==> config.mk <==
export PLATFORM = sky130hd
export DESIGN_NAME = dptr_top
export DESIGN_NICKNAME = d
export VERILOG_FILES = /design/src/rtl/dptr_pkg.sv /design/src/rtl/dptr_step.sv /design/src/rtl/dptr_decode.sv /design/src/rtl/dptr_store.sv /design/src/rtl/dptr_top.sv
export SDC_FILE = /design/constraint.sdc
export NUM_CORES = 1
export LEC_CHECK = 0
export BUFFER_PORTS_ARGS = -buffer_cell sky130_fd_sc_hd__buf_2
export CAP_MARGIN = 20
export CORE_ASPECT_RATIO = 0.9
export CORE_MARGIN = 10
export CORE_UTILIZATION = 25
export CTS_BUF_LIST = sky130_fd_sc_hd__clkbuf_16
export DETAILED_ROUTE_END_ITERATION = 7
export PLACE_DENSITY = 0.47
export SETUP_SLACK_MARGIN = 0.02
export SLEW_MARGIN = 25
export SYNTH_ARGS = -nofsm -noshare
export SYNTH_HDL_FRONTEND = slang
export SYNTH_SLANG_ARGS = --single-unit
==> constraint.sdc <==
create_clock -name clk -period 15.15 [get_ports clk]
set_input_delay 0.7575 -clock clk [delete_from_list [all_inputs] [get_ports clk]]
set_output_delay 0.7575 -clock clk [all_outputs]
set_load 0.1 [all_outputs]
==> src/rtl/dptr_pkg.sv <==
package dptr_pkg;

    typedef enum logic [2:0] {
        OP_NOP   = 3'd0,
        OP_LOAD  = 3'd1,
        OP_MODE  = 3'd2,
        OP_WRITE = 3'd3,
        OP_READ  = 3'd4,
        OP_BSET  = 3'd5,
        OP_BCLR  = 3'd6,
        OP_STOP  = 3'd7
    } op_e;

    typedef enum logic [1:0] {
        MV_INC  = 2'd0,
        MV_DEC  = 2'd1,
        MV_HOLD = 2'd2,
        MV_BAD  = 2'd3
    } move_e;

endpackage

==> src/rtl/dptr_step.sv <==
module dptr_step
    import dptr_pkg::*;
#(
    parameter int WORDS = 50,
    parameter int PTR_W = 6
) (
    input  logic [PTR_W-1:0] cur,
    input  move_e            dir,
    output logic [PTR_W-1:0] nxt
);
    localparam logic [PTR_W-1:0] LAST = PTR_W'(WORDS - 1);

    // The counter wraps inside one bank; the bank flag is handled elsewhere.
    always_comb begin
        case (dir)
            MV_INC:  nxt = (cur == LAST) ? '0 : cur + PTR_W'(1);
            MV_DEC:  nxt = (cur == '0) ? LAST : cur - PTR_W'(1);
            default: nxt = cur;
        endcase
    end
endmodule

==> src/rtl/dptr_decode.sv <==
module dptr_decode
    import dptr_pkg::*;
#(
    parameter int WORDS = 50,
    parameter int PTR_W = 6,
    parameter int BIT_W = 3
) (
    input  logic             cmd_valid,
    input  logic [2:0]       cmd_op,
    input  logic [6:0]       cmd_arg,
    input  move_e            mode_q,
    output logic             load_ok,
    output logic             mode_ok,
    output logic             stop_req,
    output logic             wr_req,
    output logic             rd_req,
    output logic             bit_req,
    output logic             bit_val,
    output logic             advance,
    output move_e            dir,
    output logic [PTR_W-1:0] load_word,
    output logic             load_bank,
    output move_e            mode_val,
    output logic [BIT_W-1:0] bit_idx
);
    op_e op;

    assign op        = op_e'(cmd_op);
    assign load_word = cmd_arg[PTR_W-1:0];
    assign load_bank = cmd_arg[6];
    assign mode_val  = move_e'(cmd_arg[1:0]);
    assign bit_idx   = cmd_arg[BIT_W-1:0];

    always_comb begin
        load_ok  = 1'b0;
        mode_ok  = 1'b0;
        stop_req = 1'b0;
        wr_req   = 1'b0;
        rd_req   = 1'b0;
        bit_req  = 1'b0;
        bit_val  = 1'b0;
        advance  = 1'b0;
        dir      = mode_q;
        if (cmd_valid) begin
            case (op)
                OP_LOAD:  load_ok  = 32'(cmd_arg[PTR_W-1:0]) < WORDS;
                OP_MODE:  mode_ok  = (mode_val != MV_BAD);
                OP_STOP:  stop_req = 1'b1;
                OP_WRITE: begin
                    wr_req  = 1'b1;
                    advance = 1'b1;
                end
                OP_READ: begin
                    rd_req  = 1'b1;
                    advance = 1'b1;
                end
                OP_BSET, OP_BCLR: begin
                    bit_req = 1'b1;
                    bit_val = (op == OP_BSET);
                    advance = 1'b1;
                    dir     = move_e'(cmd_arg[4:3]);
                end
                default: ;
            endcase
        end
    end
endmodule

==> src/rtl/dptr_store.sv <==
module dptr_store #(
    parameter int WORDS = 50,
    parameter int WIDTH = 8,
    parameter int PTR_W = 6
) (
    input  logic             clk,
    input  logic             wr_en,
    input  logic             addr_bank,
    input  logic [PTR_W-1:0] addr_word,
    input  logic [WIDTH-1:0] wr_val,
    output logic [WIDTH-1:0] cur_val
);
    localparam int BANKS = 2;

    logic [WIDTH-1:0] bank_out [BANKS];

    // Storage has no reset, so its contents outlive a reset of the pointer.
    for (genvar b = 0; b < BANKS; b++) begin : g_bank
        logic [WIDTH-1:0] cells [WORDS];

        always_ff @(posedge clk) begin
            if (wr_en && (addr_bank == 1'(b))) begin
                cells[addr_word] <= wr_val;
            end
        end

        assign bank_out[b] = cells[addr_word];
    end

    assign cur_val = bank_out[addr_bank];
endmodule

==> src/rtl/dptr_top.sv <==
module dptr_top
    import dptr_pkg::*;
#(
    parameter int WORDS = 50,
    parameter int WIDTH = 8,
    localparam int PTR_W = $clog2(WORDS),
    localparam int BIT_W = $clog2(WIDTH)
) (
    input  logic             clk,
    input  logic             rst_n,
    input  logic             cmd_valid,
    input  logic [2:0]       cmd_op,
    input  logic [6:0]       cmd_arg,
    input  logic [WIDTH-1:0] wr_data,
    output logic             rd_valid,
    output logic [WIDTH-1:0] rd_data,
    output logic [PTR_W-1:0] ptr_word,
    output logic             ptr_bank
);
    typedef struct packed {
        logic [PTR_W-1:0] word;
        logic             bank;
        move_e            mode;
        logic             rd_valid;
        logic [WIDTH-1:0] rd_data;
    } state_t;

    state_t state_q, state_d;

    logic             load_ok, mode_ok, stop_req, wr_req, rd_req;
    logic             bit_req, bit_val, advance;
    move_e            dir, mode_val;
    logic [PTR_W-1:0] load_word, step_word;
    logic             load_bank;
    logic [BIT_W-1:0] bit_idx;
    logic [WIDTH-1:0] cur_val, wr_val, bit_mask;
    logic             wr_en;

    dptr_decode #(.WORDS(WORDS), .PTR_W(PTR_W), .BIT_W(BIT_W)) u_decode (
        .cmd_valid (cmd_valid),
        .cmd_op    (cmd_op),
        .cmd_arg   (cmd_arg),
        .mode_q    (state_q.mode),
        .load_ok   (load_ok),
        .mode_ok   (mode_ok),
        .stop_req  (stop_req),
        .wr_req    (wr_req),
        .rd_req    (rd_req),
        .bit_req   (bit_req),
        .bit_val   (bit_val),
        .advance   (advance),
        .dir       (dir),
        .load_word (load_word),
        .load_bank (load_bank),
        .mode_val  (mode_val),
        .bit_idx   (bit_idx)
    );

    dptr_step #(.WORDS(WORDS), .PTR_W(PTR_W)) u_step (
        .cur (state_q.word),
        .dir (dir),
        .nxt (step_word)
    );

    dptr_store #(.WORDS(WORDS), .WIDTH(WIDTH), .PTR_W(PTR_W)) u_store (
        .clk       (clk),
        .wr_en     (wr_en),
        .addr_bank (state_q.bank),
        .addr_word (state_q.word),
        .wr_val    (wr_val),
        .cur_val   (cur_val)
    );

    // Bit commands are a read-modify-write of the addressed word in one cycle.
    always_comb begin
        bit_mask = WIDTH'(1) << bit_idx;
        wr_en    = wr_req | bit_req;
        if (wr_req) begin
            wr_val = wr_data;
        end else if (bit_val) begin
            wr_val = cur_val | bit_mask;
        end else begin
            wr_val = cur_val & ~bit_mask;
        end
    end

    always_comb begin
        state_d          = state_q;
        state_d.rd_valid = rd_req;
        if (rd_req) begin
            state_d.rd_data = cur_val;
        end
        if (load_ok) begin
            state_d.word = load_word;
            state_d.bank = load_bank;
        end
        if (advance) begin
            state_d.word = step_word;
        end
        if (mode_ok) begin
            state_d.mode = mode_val;
        end
        if (stop_req) begin
            state_d.mode = MV_INC;
        end
    end

    always_ff @(posedge clk) begin
        if (!rst_n) begin
            state_q.word     <= '0;
            state_q.bank     <= 1'b0;
            state_q.mode     <= MV_INC;
            state_q.rd_valid <= 1'b0;
            state_q.rd_data  <= '0;
        end else begin
            state_q <= state_d;
        end
    end

    assign rd_valid = state_q.rd_valid;
    assign rd_data  = state_q.rd_data;
    assign ptr_word = state_q.word;
    assign ptr_bank = state_q.bank;
endmodule

# Word level (Yosys, flattened, before mapping)
# Memories as Yosys holds them, arrays and structs flattened. A register that Yosys moved wholly into a read port is not among the register bits.
# Cells that the tools add are included.
dict set report totals {
  regBits 18
  ram_bits 800
  in_bits 21
  out_inout_bits 16
  elab_cells 75
  mem_count 2
}
dict set report op_classes {
  n_addsub 2
  n_lt_le_gt_ge 2
  eq_ne 11
  shift 1
  n_mux 36
  bitwise 7
  reduce_logical 9
}
# memory depth width read_ports rd_ports_with_merged_regs write_ports line
set memory_table {}
lappend memory_table {{u_store.g_bank[0].cells} 50 8 1 1 1 dptr_store.sv:19} ;# logic [WIDTH-1:0] cells [WORDS];
lappend memory_table {{u_store.g_bank[1].cells} 50 8 1 1 1 dptr_store.sv:19}
# operator n
set ops {}
lappend ops {{6-bit two-way mux} 7}
lappend ops {{8-bit two-way mux} 5}
lappend ops {{1-bit two-way mux} 20}
lappend ops {{3-bit equality test, second input constant} 4}
lappend ops {{6-bit one-hot mux with 2 select lines} 1}
lappend ops {{8-bit bitwise AND} 1}
lappend ops {{8-bit NOT} 1}
lappend ops {{8-bit bitwise OR} 1}
lappend ops {{1-bit by 3-bit << shifter with 8-bit output, first input constant} 1}
lappend ops {{7-bit two-way mux} 1}
lappend ops {{6-bit by 1-bit adder with 6-bit output, second input constant} 1}
lappend ops {{3-bit by 2-bit equality test with 1-bit output, second input constant} 2}
lappend ops {{6-bit equality test, second input constant} 1}
lappend ops {{6-bit zero test} 1}
lappend ops {{6-bit < comparator, second input constant} 1}
lappend ops {{6-bit by 1-bit subtractor with 6-bit output, second input constant} 1}
lappend ops {{2-bit two-way mux} 2}
lappend ops {{2-bit OR reduction} 2}
lappend ops {{4-bit OR reduction} 1}
lappend ops {{3-bit by 1-bit equality test with 1-bit output, second input constant} 1}
lappend ops {{3-bit by 1-bit != test with 1-bit output, second input constant} 1}
lappend ops {{2-bit by 1-bit equality test with 1-bit output, second input constant} 1}
lappend ops {{2-bit greater-or-equal comparator, second input constant} 1}
lappend ops {{1-bit logical AND} 2}
lappend ops {{7 further kinds} 8}

# Logic depth before layout (Yosys ltp)
# Gate-level depths: netlist of run 1.
dict set report logic_depth {
  ltp_word 9
  ltp_mapped 11
  mapped_depth_nobuf 7
}

# Cells and area by module
# From an unflattened synthesis of run 1, not the netlist that was laid out.
dict set report unflattened {
  hier_cells 1984
  area_unflattened_um2 32890.3
}
# module instances cells_each area_per_inst_um2 seq_area_each_um2
set by_module_without_submodules {}
lappend by_module_without_submodules {dptr_store 1 1791 31213.7 24023.0}
lappend by_module_without_submodules {dptr_top 1 110 1064.8 360.3}
lappend by_module_without_submodules {dptr_step 1 54 377.9 0.0}
lappend by_module_without_submodules {dptr_decode 1 29 234.0 0.0}

# Worst setup path after synthesis of run 1
# Ideal clock, no wire load.
dict set report synth_path {
  path_kind {reg2reg}
  startpoint {register state_q (netlist bit ptr_bank)}
  endpoint {memory u_store.g_bank[0].cells[0][1] (data pin)}
  setup_time_ns 1.004
  arrival_time_ns 6.060
  required_time_ns 14.146
  setup_slack_ns 8.085
  path_stages_with_launch 7
  path_buffers 0
  synth_period_minus_slack_ns 7.065
  cell_sequence {dfxtp_1 > nor3b_1 > and2_1 > a32oi_1 > nand3_1 > or4_4 > o31ai_1}
}
dict set report synth_between {
  elab_chain_cells 7
  word_cells_on_any_way 8
  cone_classes {mux: 5; bitwise: 3}
}
# item line
set synth_rtl {}
lappend synth_rtl {{start, declared} dptr_top.sv:28} ;# state_t state_q, state_d;
lappend synth_rtl {{start signal, assigned} dptr_top.sv:116} ;# state_q <= state_d;
lappend synth_rtl {{1-bit NOT with 2-bit output (not written as such) *} dptr_store.sv:30} ;# assign cur_val = bank_out[addr_bank];
lappend synth_rtl {{8-bit two-way mux (not written as such) * (3 in series)} dptr_store.sv:30}
lappend synth_rtl {{8-bit bitwise AND / 8-bit bitwise OR (equally long branches)} {dptr_top.sv:83, dptr_top.sv:81}}
lappend synth_rtl {{8-bit two-way mux *} dptr_top.sv:80} ;# end else if (bit_val) begin
lappend synth_rtl {{8-bit two-way mux *} dptr_top.sv:78} ;# if (wr_req) begin
lappend synth_rtl {{via u_store.wr_val[1]} dptr_store.sv:10} ;# input logic [WIDTH-1:0] wr_val,
lappend synth_rtl {{end, declared} dptr_store.sv:19}
# Mark *: on every way through the listed nets, which the timed path passes. The rest lies on a longest branch. The select of a mux whose other input is x is not followed.

==> results.tsv, run 1 <==
stage	metric	value	unit
outcome	status	finished, final reports clean	
synth	most frequent cell after synthesis	edfxtp_1	
clocking	clock root buffer	clkbuf_16	
critical_path	worst r2r path cells	9	
critical_path	CP required	15.46	ns
clocking	clk sinks	824	
placed_design	global placer's final weighted congestion	0.845	
synth	cells after synthesis	1767	
route	WL/cell	26.3	um
critical_path	WP data arrival	5.64	ns
critical_path	worst reg2reg setup slack	9.82	ns
critical_path	Worst setup SP type	flop	
synth	Seq cells post-synth	824	
route	antenna-violating nets left	0	
synth	Post-synth ARST share	0	%
global_routing	GR Overflow Total	0	
clocking	Post-CTS Setup Bufs	0	
floorplanning	starting density of the core	25.3	%
sta	Final Cycle Share	35.2	%
placed_design	PortBufs	36	
floorplanning	I/O Pins	37	
min_path	Hold Path Class	primary input to flop	
global_routing	first-pass GRT wire length	135000	um
clocking	CTS tree	yes	
clocking	total CTS buffers	88	
floorplanning	Placeable Area	132000	um2
sta	fin worst setup slack	9.82	ns
clocking	CTS Buffer Depth	3	
floorplanning	Row Count	126	
route	post-detailed-routing wire length	95000	um
floorplanning	Die Wd	405	um
route	DRT iter0 DRCs	1944	
synth	Synth top cells by count	edfxtp_1, mux4_2, nor2_1	
final_layout	n_diodes	0	
clocking	H-tree lvl count	3	
critical_path	FF-to-FF End	u_store.g_bank[1].cells[7][4]$_DFFE_PP_	
critical_path	CP max FO	76	
final_layout	layout net count	1842	
floorplanning	full die area	148000	um2
sta	maximum clock frequency	188	MHz
global_routing	largest net degree at the start of global routing	86	
global_routing	vias in the first global route	17700	
sta	Worst Clk Skew	0.0324	ns
global_routing	GRT Total Usage	12.4	%
final_layout	final design utilization	29.0	%
sta	final setup fails	0	
power_and_ir_drop	pwr dens	138	nW/um2
critical_path	critical path class	flop to flop	
power_and_ir_drop	leak pwr	11.5	nW
route	via count	17600	
clocking	CTS Hold Bufs	0	
placed_design	pre-CTS setup slack	9.85	ns
sta	RSZ-0062 raised after global routing	false	
sta	setup tns final	0	ns
route	vias per inst	4.88	
power_and_ir_drop	Peak VDD IR	0.0000907	V
synth	Synth Cell Area	33300	um2
placed_design	hpwl dp	61200	um
synth	syn_area_per_cell	18.8	um2
critical_path	crit end category	flop	
synth	EDFF count, synth	800	
sta	worst slew pin tran	1.05	ns
synth	post-synth cell types	79	
route	first-pass iteration count of the detailed router	6	
synth	share of Yosys cell area claimed by the top area cell type	72.2	%
synth	register area share after synthesis	73.6	%
synth	Synth area leader	edfxtp_1	
sta	max-slew violations	0	
critical_path	Worst Setup EP	u_store.g_bank[1].cells[7][4]$_DFFE_PP_	
flow_run	total of max-cap violations	0	
route	DRC viols	0	
synth	syn_nets	1792	
synth	Top FF cell, synth	edfxtp_1	
global_routing	initial antenna violation count	3	
sta	final hold vios	0	
clocking	post-CTS resize count	0	
synth	synth top area cells	edfxtp_1, mux4_2, mux2i_1	
sta	clock period minus final worst setup slack	5.33	ns
final_layout	synth-to-layout area growth	14.9	%
clocking	clk slew on worst S/H paths	0.06	ns
floorplanning	Die Y	366	um
clocking	Clock Latency Late Sink	0.66	ns
synth	Syn. warnings	0	
sta	Max-slew headroom	29.5	%
final_layout	layout cells sized above 1	22.8	%
[how the worst min path moves through the flow]
stage / start / to / slack (ns) / cells after the start
final: cmd_arg[6] / ptr_bank$_SDFFE_PN0N_ / 0.40 / 3
after floorplan: rd_data[0]$_SDFFE_PN0P_ / rd_data[0]$_SDFFE_PN0P_ / 0.45 / 2
after global routing: cmd_arg[6] / ptr_bank$_SDFFE_PN0N_ / 0.39 / 3
after CTS: cmd_arg[6] / ptr_bank$_SDFFE_PN0N_ / 0.38 / 3
after global placement: state_q[9]$_SDFFE_PP0P_ / state_q[9]$_SDFFE_PP0P_ / 0.48 / 2
after detailed placement: state_q[9]$_SDFFE_PP0P_ / state_q[9]$_SDFFE_PP0P_ / 0.50 / 2
[final cells by class]
class / count / area, um2
Inverter: 17 / 66.3
Tap cell: 1728 / 2160
Multi-Input combinational cell: 810 / 8110
Clock inverter: 70 / 621
Timing Repair Buffer: 76 / 497
Clock buffer: 90 / 2250
Fill cell: 12800 / 93400
Sequential cell: 824 / 24500
[flip-flops by register name, summed over array words and instances, names as in the netlist, named ones only]
register,count
u_store.g_bank.cells,800
rd_data,8
ptr_word,6
state_q,2
ptr_bank,1
rd_valid,1
[report_power, final]
group	leakage [nW]	internal [W]	switching, W
registers	7.39	0.00264	0.0000133
logic	2.63	0.000115	0.000349
clock network	1.47	0.00125	0.000889
total	11.5	0.00400	0.00125
[cell usage in the layout (no fill, tap or decap), types with 6 or more instances in the layout]
| master | count |
|---|---|
| nor3_1 | 15 |
| mux2_2 | 7 |
| nor2_1 | 106 |
| dfxtp_1 | 19 |
| mux2i_1 | 78 |
| nor2b_1 | 16 |
| a311oi_1 | 6 |
| o21a_1 | 8 |
| o22ai_1 | 12 |
| a31oi_1 | 11 |
| and2_1 | 6 |
| mux4_2 | 154 |
| and3_1 | 10 |
| a21oi_1 | 22 |
| a221oi_1 | 6 |
| o21ai_0 | 29 |
| clkinv_2 | 16 |
| edfxtp_1 | 800 |
| clkinv_1 | 18 |
| nand2b_1 | 12 |
| a211oi_1 | 13 |
| clkbuf_16 | 90 |
| buf_2 | 36 |
| nor2_2 | 21 |
| bufinv_16 | 10 |
| buf_4 | 38 |
| mux4_1 | 13 |
| a22oi_1 | 36 |
| or2_2 | 9 |
| nor4_1 | 13 |
| nand4_1 | 11 |
| inv_1 | 32 |
| nand3_1 | 20 |
| nand2_1 | 75 |
[cells by family (layout without fill, tap and decap cells)]
logic type,count (synthesis),count (layout),share of synthesized area [%]
buffers and inverters,133,253,2.68
multiplexers,252,252,14.0
AO/OA/AOI/OAI,206,206,4.45
flip-flops,824,824,73.6
AND/OR/NAND/NOR,342,342,4.88
adder cells (fa/ha/maj),4,4,0.150
XOR/XNOR,6,6,0.158
[layer usage]
layer,part of all wire (%),track usage (%),up-vias
met3,8.1,3.36,143
met1,45,17.6,9460
met2,44,18.6,698
met4,2.5,3.10,2
met5,0.012,0,-
li1,-,-,7342
[worst max-delay path, cell delays in order, from the launching register on]
cell	delay, ns
dfxtp_4	0.70
buf_4	0.76
buf_4	0.57
nand2_1	0.31
nor2_1	0.22
a2111oi_1	0.07
nor4_1	0.69
a2111oi_2	0.16
a21oi_4	0.58
buf_4	0.78
[stage by stage]
stage	hold WS, ns	power, W	instances	cell area, um2
6_report	0.405	0.00526	3615	38200
3_5_place_dp	0.495	0.00317	3455	35300
3_3_place_gp	0.483	0.00316	3454	35200
2_1_floorplan	0.449	0.00299	1767	33300
5_1_grt	0.394	0.00542	3615	38200
4_1_cts	0.381	0.00530	3615	38200
Note: power is estimated with default switching activity, not from simulation.
==> run 2, diff against run 1 <==
Settings changed: ABC_AREA set to 1.
Clock period 15.15 ns to 5.4 ns, I/O delays scaled along.
==> results.tsv, run 2 <==
stage	metric	value	unit
power_and_ir_drop	Peak VDD IR	0.000232	V
sta	maximum clock frequency	246	MHz
global_routing	first-pass GRT wire length	153000	um
clocking	Post-CTS Setup Bufs	0	
final_layout	Finished Cell Area	40100	um2
synth	Syn. warnings	0	
final_layout	max reg flops	800	
route	antenna-violating nets left	0	
critical_path	WP data arrival	4.51	ns
route	DRT iter0 DRCs	2348	
critical_path	critical path class	flop to flop	
synth	EDFF count, synth	800	
floorplanning	full die area	156000	um2
final_layout	commonest non-fill, non-tap cells in the layout	nand2_1, edfxtp_1, nand3_1	
clocking	CTS Buffer Depth	3	
floorplanning	Row Count	130	
final_layout	synth-to-layout area growth	14.1	%
synth	Seq cells post-synth	824	
synth	Synth top cells by count	nand2_1, edfxtp_1, nand3_1	
route	first-pass iteration count of the detailed router	5	
synth	post-synth cell types	31	
min_path	Hold Path Class	primary input to flop	
synth	Top FF cell, synth	edfxtp_1	
clocking	CTS Hold Bufs	12	
sta	Final Cycle Share	75.3	%
final_layout	largest reg by FF count	u_store.g_bank.cells	
clocking	Clock Latency Late Sink	0.67	ns
synth	most frequent cell after synthesis	nand2_1	
sta	worst slew pin tran	1.13	ns
final_layout	layout net count	3270	
floorplanning	Die Y	376	um
final_layout	layout cells sized above 1	7.74	%
critical_path	CP delay by family, top	simple AND/OR/NAND/NOR gates	
sta	Max-slew headroom	24.3	%
final_layout	final non-filler cell total	5155	
critical_path	CP required	5.84	ns
sta	final setup fails	0	
flow_run	total of max-cap violations	0	
critical_path	worst-path cell chain	inv_8, buf_4, nand2_1, nand3_1, nand3_1, nand3_1, nand2_1, nand2_1, nand2_1, nand2_1, nand3_1, nand3_1, nand2_1, nand2_4, buf_4	
placed_design	dpl cell area	37300	um2
route	WL/cell	20.0	um
floorplanning	Placeable Area	140000	um2
synth	syn_nets	3267	
clocking	clock root buffer	clkbuf_16	
floorplanning	Die Wd	415	um
route	via count	23300	
clocking	clk slew on worst S/H paths	0.06	ns
global_routing	initial antenna violation count	1	
placed_design	pre-CTS setup slack	1.34	ns
synth	share of Yosys cell area claimed by the top area cell type	68.4	%
critical_path	crit end category	flop	
critical_path	Slowest cell on crit path	nand2_4	
synth	register area share after synthesis	69.8	%
sta	RSZ-0062 raised after global routing	false	
final_layout	Fill cells	14500	
global_routing	largest net degree at the start of global routing	118	
sta	max-slew violations	0	
floorplanning	starting density of the core	25.2	%
clocking	H-tree lvl count	3	
critical_path	Worst setup SP type	flop	
final_layout	final design utilization	28.7	%
clocking	clk sinks	824	
floorplanning	I/O Pins	37	
route	DRC viols	0	
placed_design	hpwl dp	60300	um
critical_path	CP max FO	56	
placed_design	global placer's final weighted congestion	0.799	
synth	cells after synthesis	3242	
outcome	status	finished, final reports clean	
sta	setup tns final	0	ns
power_and_ir_drop	pwr dens	373	nW/um2
power_and_ir_drop	leak pwr	14.4	nW
synth	Post-synth ARST share	0	%
clocking	total CTS buffers	83	
global_routing	vias in the first global route	22600	
synth	synth top area cells	edfxtp_1, nand2_1, nand3_1	
final_layout	most common cell after layout, fill and taps aside	nand2_1	
critical_path	Most common cell on crit path	nand2_1	
route	post-detailed-routing wire length	103000	um
sta	fin worst setup slack	1.33	ns
clocking	CTS tree	yes	
sta	clock period minus final worst setup slack	4.07	ns
clocking	post-CTS resize count	0	
synth	Synth area leader	edfxtp_1	
placed_design	PortBufs	36	
sta	Worst Clk Skew	0.0277	ns
global_routing	GRT Total Usage	12.8	%
synth	syn_area_per_cell	10.8	um2
route	vias per inst	4.52	
critical_path	worst path bufs/invs	3	
synth	Synth Cell Area	35100	um2
critical_path	Max stage delay on crit path	0.59	ns
sta	final hold vios	0	
placed_design	placed cells	4995	
global_routing	GR Overflow Total	0	
==> run 2: power breakdown <==
part	internal (W)	switching, W	total (W)
Clock	0.00314	0.00248	0.00562
Combinational	0.000378	0.00145	0.00182
Sequential	0.00747	0.0000343	0.00751
==> run 2: cell families after synthesis <==
logic type | synth area share, %
simple gates | 20.7
flops | 69.8
buf+inv | 5.32
compound gates | 3.97
fa+ha+maj | 0.143
xor+xnor | 0.0748
==> run 2: stage by stage <==
stage / hold WS (ns) / total power, W
after detailed placement: 0.442 / 0.00948
final: 0.0581 / 0.0149
after global routing: 0.0602 / 0.0155
after global placement: 0.438 / 0.00946
after floorplan: 0.408 / 0.00870
after CTS: 0.0163 / 0.0151
==> run 2: layout make-up <==
class	instances	area [um2]	share of cell area (%)
flip-flops and latches	824	24500	61.2
multi-input cells	2033	8880	22.2
well taps	1848	2310	5.77
clock buffers	84	2100	5.25
repair buffers	120	1080	2.69
inverters	183	701	1.75
clock inverters	62	454	1.13
diodes	1	2.50	0.00625
==> run 2: layer usage <==
metal	global-route usage, %	wire (um)	up-vias
met5	0	0	-
li1	-	-	11100
met2	20.0	46400	595
met3	2.75	6510	136
met4	3.02	2210	0
met1	18.1	48000	11500
==> run 2: final timing paths <==
| check | startpoint | endpoint | slack (ns) | cells past startpoint |
|---|---|---|---|---|
| setup / recovery | flop | u_store.g_bank[0].cells[17][0]$_DFFE_PP_ | 1.33 | 15 |
| hold / removal | cmd_arg[4] | ptr_word[4]$_SDFFE_PN0P_ | 0.06 | 5 |
| setup reg to reg | flop | u_store.g_bank[0].cells[17][0]$_DFFE_PP_ | 1.33 | 15 |
| hold reg to reg | state_q[9]$_SDFFE_PP0P_ | state_q[9]$_SDFFE_PP0P_ | 0.45 | 2 |
==> run 2: tightest hold or removal path, stage by stage <==
cell     delay, ns
buf_2         0.13
nand2_1       0.07
o21ai_0       0.08
inv_1         0.07
a21oi_1       0.06
==> run 3, diff against run 2 <==
Settings changed: PLACE_DENSITY 0.47 to 0.49.
Clock period 5.4 ns to 3.68 ns, I/O delays scaled along.
==> results.tsv, run 3 (synthesis gave the netlist of run 2 again) <==
stage	metric	value	unit
route	WL/cell	19.5	um
sta	Worst Clk Skew	0.0478	ns
final_layout	layout net count	3347	
sta	maximum clock frequency	308	MHz
outcome	status	finished, final reports clean	
sta	RSZ-0062 raised after global routing	false	
global_routing	largest net degree at the start of global routing	123	
floorplanning	starting density of the core	25.2	%
flow_run	total of max-cap violations	0	
global_routing	GR Overflow Total	0	
route	DRC viols	0	
global_routing	vias in the first global route	22700	
clocking	total CTS buffers	82	
clocking	clock root buffer	clkbuf_16	
final_layout	most common cell after layout, fill and taps aside	nand2_1	
sta	Max-slew headroom	32.1	%
sta	setup tns final	0	ns
power_and_ir_drop	leak pwr	14.9	nW
floorplanning	I/O Pins	37	
global_routing	initial antenna violation count	0	
route	via count	23700	
critical_path	Slowest cell on crit path	dfxtp_4	
critical_path	critical path class	flop to flop	
final_layout	max reg flops	800	
final_layout	largest reg by FF count	u_store.g_bank.cells	
floorplanning	Row Count	130	
critical_path	CP delay by family, top	simple AND/OR/NAND/NOR gates	
min_path	Hold Path Class	primary input to flop	
critical_path	worst path bufs/invs	2	
floorplanning	Placeable Area	140000	um2
final_layout	synth-to-layout area growth	16.2	%
critical_path	WP data arrival	3.73	ns
route	first-pass iteration count of the detailed router	6	
final_layout	commonest non-fill, non-tap cells in the layout	nand2_1, edfxtp_1, nand3_1	
clocking	Clock Latency Late Sink	0.69	ns
sta	worst slew pin tran	1.01	ns
sta	Final Cycle Share	88.4	%
clocking	clk slew on worst S/H paths	0.07	ns
critical_path	CP max FO	122	
clocking	clk sinks	824	
sta	clock period minus final worst setup slack	3.25	ns
critical_path	Max stage delay on crit path	0.49	ns
placed_design	global placer's final weighted congestion	0.830	
placed_design	hpwl dp	60800	um
sta	final setup fails	0	
power_and_ir_drop	Peak VDD IR	0.000362	V
sta	final hold vios	0	
critical_path	Worst setup SP type	flop	
route	DRT iter0 DRCs	2256	
route	antenna-violating nets left	0	
global_routing	first-pass GRT wire length	153000	um
global_routing	GRT Total Usage	12.7	%
power_and_ir_drop	pwr dens	537	nW/um2
clocking	H-tree lvl count	3	
floorplanning	Die Y	376	um
clocking	CTS Buffer Depth	3	
floorplanning	full die area	156000	um2
critical_path	crit end category	flop	
route	post-detailed-routing wire length	102000	um
sta	final hold slack	0.0844	ns
final_layout	Fill cells	14400	
placed_design	PortBufs	36	
final_layout	layout cells sized above 1	9.12	%
critical_path	CP required	4.16	ns
critical_path	worst-path cell chain	buf_12, nor2_1, nor2_1, o21ai_0, nand3_1, nand3_1, nand3_1, nand2_1, nand2_1, nand2_1, nand3_1, nand2_1, nand2_4, buf_12	
route	vias per inst	4.51	
power_and_ir_drop	total power	0.0219	W
floorplanning	Die Wd	415	um
sta	max-slew violations	0	
clocking	CTS tree	yes	
run 3: changes by cell type in the layout (fill, tap and decap cells not counted), moves of 3 or more:
cell / delta
buf_12: +19
inv_1: +16
clkinv_1: -7
dlygate4sd3_1: +3
nor2_2: -17
bufinv_16: -3
nor2_1: +17
buf_4: +56
run 3: worst register-to-register path: cells and delay by family (launching register included):
kind | cells | cell delay [ns]
compound gates | 1 | 0.09
flops | 1 | 0.49
buf+inv | 2 | 0.65
simple gates | 11 | 1.77
run 3: per-layer routing:
| metal | up-vias | track usage, % | routed length, um |
|---|---|---|---|
| li1 | 11200 | - | - |
| met5 | - | 0 | 0 |
| met1 | 11700 | 18.3 | 48700 |
| met2 | 577 | 19.9 | 46200 |
| met4 | 0 | 2.79 | 2120 |
| met3 | 129 | 2.22 | 4870 |
run 3: path summary, 6_finish.rpt:
kind / from / to / slack, ns / depth (start not counted)
worst max-delay path: flop / u_store.g_bank[1].cells[44][3]$_DFFE_PP_ / 0.43 / 14
worst min-delay path: wr_data[6] / u_store.g_bank[0].cells[36][6]$_DFFE_PP_ / 0.08 / 3
worst max register to register: flop / u_store.g_bank[1].cells[44][3]$_DFFE_PP_ / 0.43 / 14
worst min register to register: state_q[9]$_SDFFE_PP0P_ / state_q[9]$_SDFFE_PP0P_ / 0.46 / 2
run 3: final cells by class:
cell class / count / area [um2] / area share, %
Sequential cell: 824 / 24500 / 60.1
Multi-Input combinational cell: 2033 / 8810 / 21.6
Tap cell: 1848 / 2310 / 5.67
Clock buffer: 85 / 2130 / 5.21
Timing Repair Buffer: 198 / 1910 / 4.68
Inverter: 183 / 701 / 1.72
Clock inverter: 67 / 420 / 1.03
Antenna cell: 3 / 7.51 / 0.0184
run 3: through the flow:
stage | util (%) | worst slack, ns | area (um2) | std cells
2_1_floorplan | - | 0.388 | 35100 | 3242
3_3_place_gp | 27.3 | 0.474 | 38100 | 5071
3_5_place_dp | 27.3 | 0.491 | 38100 | 5071
4_1_cts | 29.2 | 0.448 | 40800 | 5238
5_1_grt | 29.2 | 0.255 | 40800 | 5238
6_report | 29.2 | 0.429 | 40800 | 5241
run 3: report_power, final:
group	switching, W	total [W]	internal (W)
registers	0.0000308	0.0110	0.0109
logic	0.00214	0.00283	0.000698
clock network	0.00365	0.00811	0.00446
total	0.00581	0.0219	0.0161
run 3: what timing repair did:
action | 4_1_cts | 5_1_grt
endpoints found under the setup margin | 0 | 0
endpoints found under the hold margin | 15 | 0
setup buffers | 0 | 0
hold buffers | 15 | 0
resized for setup | 0 | 0
